## config.mk

```make
export PLATFORM = sky130hd
export DESIGN_NAME = scl_rate_gen
export DESIGN_NICKNAME = d
export VERILOG_FILES = /design/src/rtl/scl_rate_gen.sv
export SDC_FILE = /design/constraint.sdc
export NUM_CORES = 1
export LEC_CHECK = 0
export BUFFER_PORTS_ARGS = -buffer_cell sky130_fd_sc_hd__buf_4
export CORE_MARGIN = 2
export CORE_UTILIZATION = 25
export DETAILED_ROUTE_END_ITERATION = 12
export GPL_TIMING_DRIVEN = 1
export PLACE_DENSITY_LB_ADDON = 0.2
export SETUP_SLACK_MARGIN = 0.05
export SLEW_MARGIN = 40
export SYNTH_ARGS = -nofsm -noshare
export SYNTH_HDL_FRONTEND = slang
export SYNTH_SLANG_ARGS = --single-unit
```

## constraint.sdc

```tcl
create_clock -name clk -period 4.67 [get_ports clk]
set_clock_uncertainty 0.2 [all_clocks]
set_input_delay 0.467 -clock clk [delete_from_list [all_inputs] [get_ports clk]]
set_output_delay 0.467 -clock clk [all_outputs]
set_load 0.01 [all_outputs]
```

## src/rtl/scl_rate_gen.sv

```systemverilog
module scl_rate_gen #(
  parameter int CNT_W = 5,
  parameter int PRE_W = 3
) (
  input  logic             clk,
  input  logic             rst_n,
  input  logic             en,
  input  logic [PRE_W-1:0] pre_sel,
  input  logic [CNT_W-1:0] low_cnt,
  input  logic [CNT_W-1:0] high_cnt,
  input  logic             scl_in,
  output logic             scl_drive_low,
  output logic             setup_stb,
  output logic             sample_stb
);
  localparam int DIV_W    = (1 << PRE_W) - 1;
  localparam int LEN_W    = CNT_W + 1;
  localparam int OVH_FULL = 4;
  localparam int OVH_DIV  = 3;
  localparam int HOLD_AT  = 3;
  localparam logic [1:0] PH_IDLE = 2'd0, PH_LOW = 2'd1, PH_HIGH = 2'd2;

  logic [PRE_W-1:0] pre_q;
  logic [CNT_W-1:0] lo_q, hi_q;
  logic [DIV_W-1:0] div_q, div_mask;
  logic [LEN_W-1:0] cnt, ovh, low_len, high_len;
  logic [1:0]       phase;
  logic             s1, s2, filt, drv;
  logic             tick, in_low, in_high, at_hold, advance_hi;

  assign div_mask = DIV_W'((1 << pre_q) - 1);
  assign tick     = en && (div_q >= div_mask);

  always_ff @(posedge clk or negedge rst_n)
    if (!rst_n)            div_q <= '0;
    else if (!en || tick)  div_q <= '0;
    else                   div_q <= div_q + DIV_W'(1);

  assign ovh      = (pre_q == '0) ? LEN_W'(OVH_FULL) : LEN_W'(OVH_DIV);
  assign low_len  = ((lo_q == '0) ? LEN_W'(1) : LEN_W'(lo_q)) + ovh;
  assign high_len = ((hi_q == '0) ? LEN_W'(1) : LEN_W'(hi_q)) + ovh;

  always_ff @(posedge clk or negedge rst_n)
    if (!rst_n) begin
      s1 <= 1'b0; s2 <= 1'b0; filt <= 1'b0;
    end else if (tick) begin
      s1 <= scl_in;
      s2 <= s1;
      if (s1 == s2) filt <= s2;
    end

  assign in_low     = (phase == PH_LOW);
  assign in_high    = (phase == PH_HIGH);
  assign at_hold    = (cnt >= LEN_W'(HOLD_AT));
  assign advance_hi = !at_hold || filt;

  always_ff @(posedge clk or negedge rst_n)
    if (!rst_n) begin
      phase <= PH_IDLE; cnt <= '0; drv <= 1'b0;
      setup_stb <= 1'b0; sample_stb <= 1'b0;
      pre_q <= '0; lo_q <= '0; hi_q <= '0;
    end else begin
      setup_stb  <= 1'b0;
      sample_stb <= 1'b0;
      if (!en) begin
        phase <= PH_IDLE; cnt <= '0; drv <= 1'b0;
        pre_q <= pre_sel; lo_q <= low_cnt; hi_q <= high_cnt;
      end else if (tick) begin
        if (in_low) begin
          if (cnt == low_len - LEN_W'(1)) begin
            phase <= PH_HIGH; cnt <= '0; drv <= 1'b0;
          end else cnt <= cnt + LEN_W'(1);
        end else if (in_high) begin
          if (advance_hi) begin
            if (cnt == LEN_W'(HOLD_AT)) sample_stb <= 1'b1;
            if (cnt == high_len - LEN_W'(1)) begin
              phase <= PH_LOW; cnt <= '0; drv <= 1'b1; setup_stb <= 1'b1;
              pre_q <= pre_sel; lo_q <= low_cnt; hi_q <= high_cnt;
            end else cnt <= cnt + LEN_W'(1);
          end
        end else begin
          phase <= PH_LOW; cnt <= '0; drv <= 1'b1; setup_stb <= 1'b1;
          pre_q <= pre_sel; lo_q <= low_cnt; hi_q <= high_cnt;
        end
      end else if (phase == PH_IDLE) begin
        pre_q <= pre_sel; lo_q <= low_cnt; hi_q <= high_cnt;
      end
    end

  assign scl_drive_low = drv;
endmodule

```

== Yosys cells after proc, flatten, opt, wreduce, memory -nomap -nowiden ==
Index checks and enable logic that the tools add are counted.

* $mul: 0
* $lt $le $gt $ge: 2
* Reductions and logical operators: 13
* Equality and inequality tests: 14
* Bitwise operators: 0
* Multiplexer cells: 58
* $add $sub $neg: 7
* Shift operators: 1
* Divide/modulo/power cells: 0

{| class="wikitable"
|+ Operators with widths
! cell !! number
|-
| 5-bit two-way mux || 16
|-
| 6-bit two-way mux || 7
|-
| 3-bit two-way mux || 8
|-
| 1-bit two-way mux || 19
|-
| 4-bit by 3-bit != test with 1-bit output (second input constant) || 4
|-
| 2-bit two-way mux || 7
|-
| 5-bit by 3-bit adder with 6-bit output || 2
|-
| 6-bit equality test || 2
|-
| 6-bit by 1-bit subtractor with 6-bit output (second input constant) || 2
|-
| 5-bit zero test || 2
|-
| 4-bit AND reduction || 2
|-
| 7-bit by 1-bit adder with 7-bit output (second input constant) || 1
|-
| 7-bit greater-or-equal comparator || 1
|-
| 7-bit two-way mux || 1
|-
| 1-bit by 3-bit << shifter with 7-bit output (first input constant) || 1
|-
| 7-bit by 2-bit subtractor with 7-bit output (second input constant) || 1
|-
| 6-bit by 1-bit adder with 6-bit output (second input constant) || 1
|-
| 6-bit by 2-bit equality test with 1-bit output (second input constant) || 1
|-
| 6-bit by 2-bit greater-or-equal comparator with 1-bit output (second input constant) || 1
|-
| 2-bit AND reduction || 2
|-
| 3-bit zero test || 1
|-
| 3-bit by 1-bit != test with 1-bit output (second input constant) || 1
|-
| 3-bit by 2-bit != test with 1-bit output (second input constant) || 1
|-
| 3-bit != test (second input constant) || 1
|-
| 8 further kinds || 10
|}

* Memories: 0
* Flip-flop bits (word level): 34
* ROM bits: 0
* Memory bits (writable): 0
* Bits in latches: 0

== Depth between registers and ports, before layout ==
* Depth in word-level cells: 11
* Depth in mapped cells: 15
* Mapped depth without buffers: 13

== Worst setup path before layout ==
OpenSTA, ideal clock, no wires.

* Kind: register to register
* Start: register pre_q[1]
* End: register hi_q[0]
* Data required time: 4,343 ps
* Buffers on the path: 1
* Arrival: 3,236 ps
* Setup time: 127 ps
* Clock period less this slack: 3,563 ps
* Cell stages (with the launch flop): 15
* Setup slack: 1,107 ps
* Path through: dfrtp_1 or3_1 inv_1 ha_1 inv_1 ha_1 inv_1 fa_1 xor2_1 nand4_1 nor3_1 a31oi_1 a21oi_2 buf_6 mux2_1

* Longest elaborated chain between the ends: 7
* Elaborated cells between the ends (all ways): 16
* Classes of those cells: add/sub (3); order compare (1); eq/ne (5); shift (1); mux (3); reduce/logical (3)

{| class="wikitable"
|+ Ends and longest elaborated chain
! element !! line !! source
|-
| start: declaration || 23 || <nowiki>logic [PRE_W-1:0] pre_q;</nowiki>
|-
| start signal: assignment || 67 || <nowiki>pre_q <= pre_sel; lo_q <= low_cnt; hi_q <= high_cnt;</nowiki>
|-
| start signal: assignment || 78 || <nowiki>pre_q <= pre_sel; lo_q <= low_cnt; hi_q <= high_cnt;</nowiki>
|-
| start signal: assignment || 83 || <nowiki>pre_q <= pre_sel; lo_q <= low_cnt; hi_q <= high_cnt;</nowiki>
|-
| 3-bit zero test || 39 || <nowiki>assign ovh = (pre_q == '0) ? LEN_W'(OVH_FULL) : LEN_W'(OVH_DIV);</nowiki>
|-
| 3-bit two-way mux || 39 ||
|-
| 5-bit by 3-bit adder with 6-bit output || 41 || <nowiki>assign high_len = ((hi_q == '0) ? LEN_W'(1) : LEN_W'(hi_q)) + ovh;</nowiki>
|-
| 6-bit by 1-bit subtractor with 6-bit output || 76 || <nowiki>if (cnt == high_len - LEN_W'(1)) begin</nowiki>
|-
| 6-bit equality test || 76 ||
|-
| 4-bit by 3-bit != test with 1-bit output (no source line) || n/a ||
|-
| 4-bit AND reduction (no source line) || n/a ||
|-
| end signal: assignment || 78 ||
|-
| end signal: assignment || 83 ||
|-
| end signal: assignment || 86 || <nowiki>pre_q <= pre_sel; lo_q <= low_cnt; hi_q <= high_cnt;</nowiki>
|-
| end: declaration || 24 || <nowiki>logic [CNT_W-1:0] lo_q, hi_q;</nowiki>
|}

Parallel ways exist; a longest one is shown, timed or not.
A chain may end at the register's enable or synchronous reset.

== Final worst setup path ==
* Start: register pre_q[1]
* End: register hi_q[4]

Same word-level chain as after synthesis.

==> impl_metrics.json <==
{
  "cts_tree": "yes",
  "p_leak_nw": 1.25,
  "drt.antenna.violating_nets": 0,
  "total_power_w": 0.000681,
  "setup_slack_ns": 0.811,
  "syn_area_per_cell_um2": 9.57,
  "start_kind": "flip-flop",
  "maxCapViolCount": 0,
  "gr-total-overflow": 0,
  "startpoint": "pre_q[1]",
  "place_area_um2": 2550,
  "clkPwrFrac_pct": 30.7,
  "pwr-share-seq_pct": 46.3,
  "status": "finished, final reports clean",
  "cts_resized": 0,
  "relSlewSlack_pct": 51.4,
  "async_flop_share_pct": 100,
  "p_comb_share_pct": 23.0,
  "synth_edf_count": 0,
  "netlist_top_cells_area": "dfrtp_1 (36%), ha_1 (13%), xnor2_1 (6.1%)",
  "nNetsFinal": 304,
  "cts_sinks": 33,
  "vias": 1718,
  "io_buffers": 19,
  "h-tree-depth": 2,
  "place_congestion": 0.797,
  "clkTransAtPathRegs_ns": 0.07,
  "numCtsBuffers": 5,
  "dp_slack_ns": 0.819,
  "min_path_type": "in -> reg",
  "multi_input_area_um2": 1320,
  "fin_crit_sh_pct": 82.6,
  "drive_gt1_share_pct": 14.1,
  "area_growth_pct": 14.4,
  "core-area_um2": 9110,
  "grt_pass1_wl_mm": 8.16,
  "first_pass_iters": 4,
  "cts_max_path_buffers": 2,
  "required_ns": 4.64,
  "boundaryPins": 20,
  "ir_drop_uv": 102,
  "synth-seq-cells": 33,
  "gr-usage-all-layers_pct": 10.3,
  "syn-instance-count": 241,
  "die_area_um2": 10000,
  "busiest_layer": "met2",
  "design_area_um2": 2640,
  "n_fill_cell": 994,
  "p_int_w": 0.000484,
  "seqCellArea_um2": 826,
  "crit_fanout": 13,
  "syn_area_um2": 2310,
  "cp.arrival_ns": 3.83,
  "critPathKind": "reg -> reg",
  "synth_nets": 284,
  "p_sw_share_pct": 28.9,
  "maxSlewViolCount": 0,
  "power.switching_w": 0.000197,
  "ys.flop_type": "dfrtp_1",
  "grtUsageMet3_pct": 2.30,
  "r2r_start": "pre_q[1]",
  "dp_hpwl_mm": 3.82,
  "finalWirelength_mm": 4.78,
  "grt_pass1_vias": 1708,
  "synth_top_area_share_pct": 35.8,
  "grt_max_degree": 34,
  "drt_iter0_drc": 56,
  "rsz0062_at_grt": "false",
  "synth_warnings": 0,
  "drc": 0,
  "yosysSeqAreaShare_pct": 35.8,
  "setup_viol": 0,
  "wl_per_cell_um": 12.8,
  "antenna_found_initial": 0,
  "final_common_cell": "dfrtp_1",
  "synth_cell_types": 44,
  "met1_usage_pct": 13.4,
  "min_from": "high_cnt[0]",
  "cts_root_buffer": "clkbuf_8",
  "hold_viol": 0,
  "start_util_pct": 25.3,
  "final_cell_mix": "dfrtp_1 (33), inv_1 (30), ha_1 (24), nor2_1 (21), buf_4 (20)",
  "final.min_clock_period_ns": 3.86,
  "rows": 35,
  "yosysTopAreaCell": "dfrtp_1",
  "vias_per_cell": 4.61,
  "fmax_ghz": 0.259,
  "dieHeight_um": 100,
  "antenna_cells": 0,
  "worstMarginPinSlew_ns": 0.728,
  "grt_util_met2_pct": 17.3,
  "clk_latency_ns": 0.28,
  "die_w_um": 100,
  "crit_path_end_kind": "flip-flop",
  "setup_tns_ns": 0,
  "power.density_nw_per_um2": 258
}
-- layer usage --
| layer | part of all wire, % | vias to the layer above |
|---|---|---|
| met1 | 46 | 830 |
| met5 | 0 | - |
| met2 | 49 | 22 |
| met3 | 3.7 | 8 |
| li1 | - | 858 |
| met4 | 1.3 | 0 |
-- worst max-delay path: stages (launching register included) --
cell     delay (ns)
dfrtp_1        0.44
or3_1          0.49
inv_1          0.18
ha_1           0.25
inv_1          0.06
ha_1           0.16
inv_1          0.05
fa_1           0.49
xor2_1         0.15
nand4_1        0.15
nor3_1         0.22
a31oi_1        0.18
a21oi_2        0.16
buf_4          0.22
mux2_2         0.35
-- per-stage QoR --
step,hold slack [ns],util [%],std cells
2_1_floorplan,-0.0286,-,241
3_3_place_gp,0.252,28.0,364
3_5_place_dp,0.247,28.0,364
4_1_cts,0.195,29.0,373
5_1_grt,0.202,29.0,373
6_report,0.201,29.0,373
-- state kept, by name (all words and copies together), names as in the netlist, 2 cells and up --
signal	cells
div_q	7
cnt	6
hi_q	5
lo_q	5
pre_q	3
phase	2
-- synthesized netlist by cell type, types with 3 or more instances --
cell type / n
a21o_1: 5
o21ai_0: 6
nor2b_1: 4
dfrtp_1: 33
mux2_1: 10
a31oi_1: 4
nor2_1: 21
nand4_1: 4
xor2_1: 9
nand2_1: 12
or3_1: 4
nand3_1: 7
xnor2_1: 16
nor3_1: 3
a21oi_1: 8
mux2_2: 5
inv_1: 30
ha_1: 24
clkbuf_1: 4
-- path summary, 6_finish.rpt --
| kind | to | depth (start not counted) | slack, ns |
|---|---|---|---|
| worst min-delay path | hi_q[0] | 2 | 0.20 |
| worst max register to register | hi_q[4] | 14 | 0.81 |
| min in group asynchronous | div_q[3] | 2 | 0.47 |
| worst min register to register | div_q[0] | 1 | 0.29 |
| worst max-delay path | hi_q[4] | 14 | 0.81 |
| max in group asynchronous | lo_q[2] | 2 | 3.50 |
-- kinds of logic after synthesis --
logic type | after synthesis | share of synthesized area, %
flip-flops | 33 | 35.8
XOR/XNOR | 25 | 9.49
buffers and inverters | 38 | 6.89
AO/OA/AOI/OAI | 38 | 11.2
adder cells (fa/ha/maj) | 26 | 14.8
multiplexers | 16 | 7.97
AND/OR/NAND/NOR | 65 | 13.9
-- layout make-up --
type	instances	share of cell area, %
Timing Repair Buffer	21	6.07
Inverter	30	4.27
Sequential cell	33	31.3
Multi-Input combinational cell	170	50.1
Clock buffer	8	3.03
Tap cell	111	5.26
-- power groups by stage --
| stage | Combinational (W) | Sequential, W | Clock, W |
|---|---|---|---|
| 3_3_place_gp | 0.000159 | 0.000320 | 0 |
| 2_1_floorplan | 0.000118 | 0.000316 | 0 |
| 6_report | 0.000157 | 0.000315 | 0.000209 |
| 5_1_grt | 0.000180 | 0.000318 | 0.000232 |
| 4_1_cts | 0.000161 | 0.000315 | 0.000218 |
| 3_5_place_dp | 0.000160 | 0.000321 | 0 |
-- repair_timing --
action                                  4_1_cts  5_1_grt
buffers inserted                              0        0
hold buffers                                  1        0
endpoints found under the hold margin        33        0
endpoints found under the setup margin        0        0
Power figures use the tool's default switching activity.
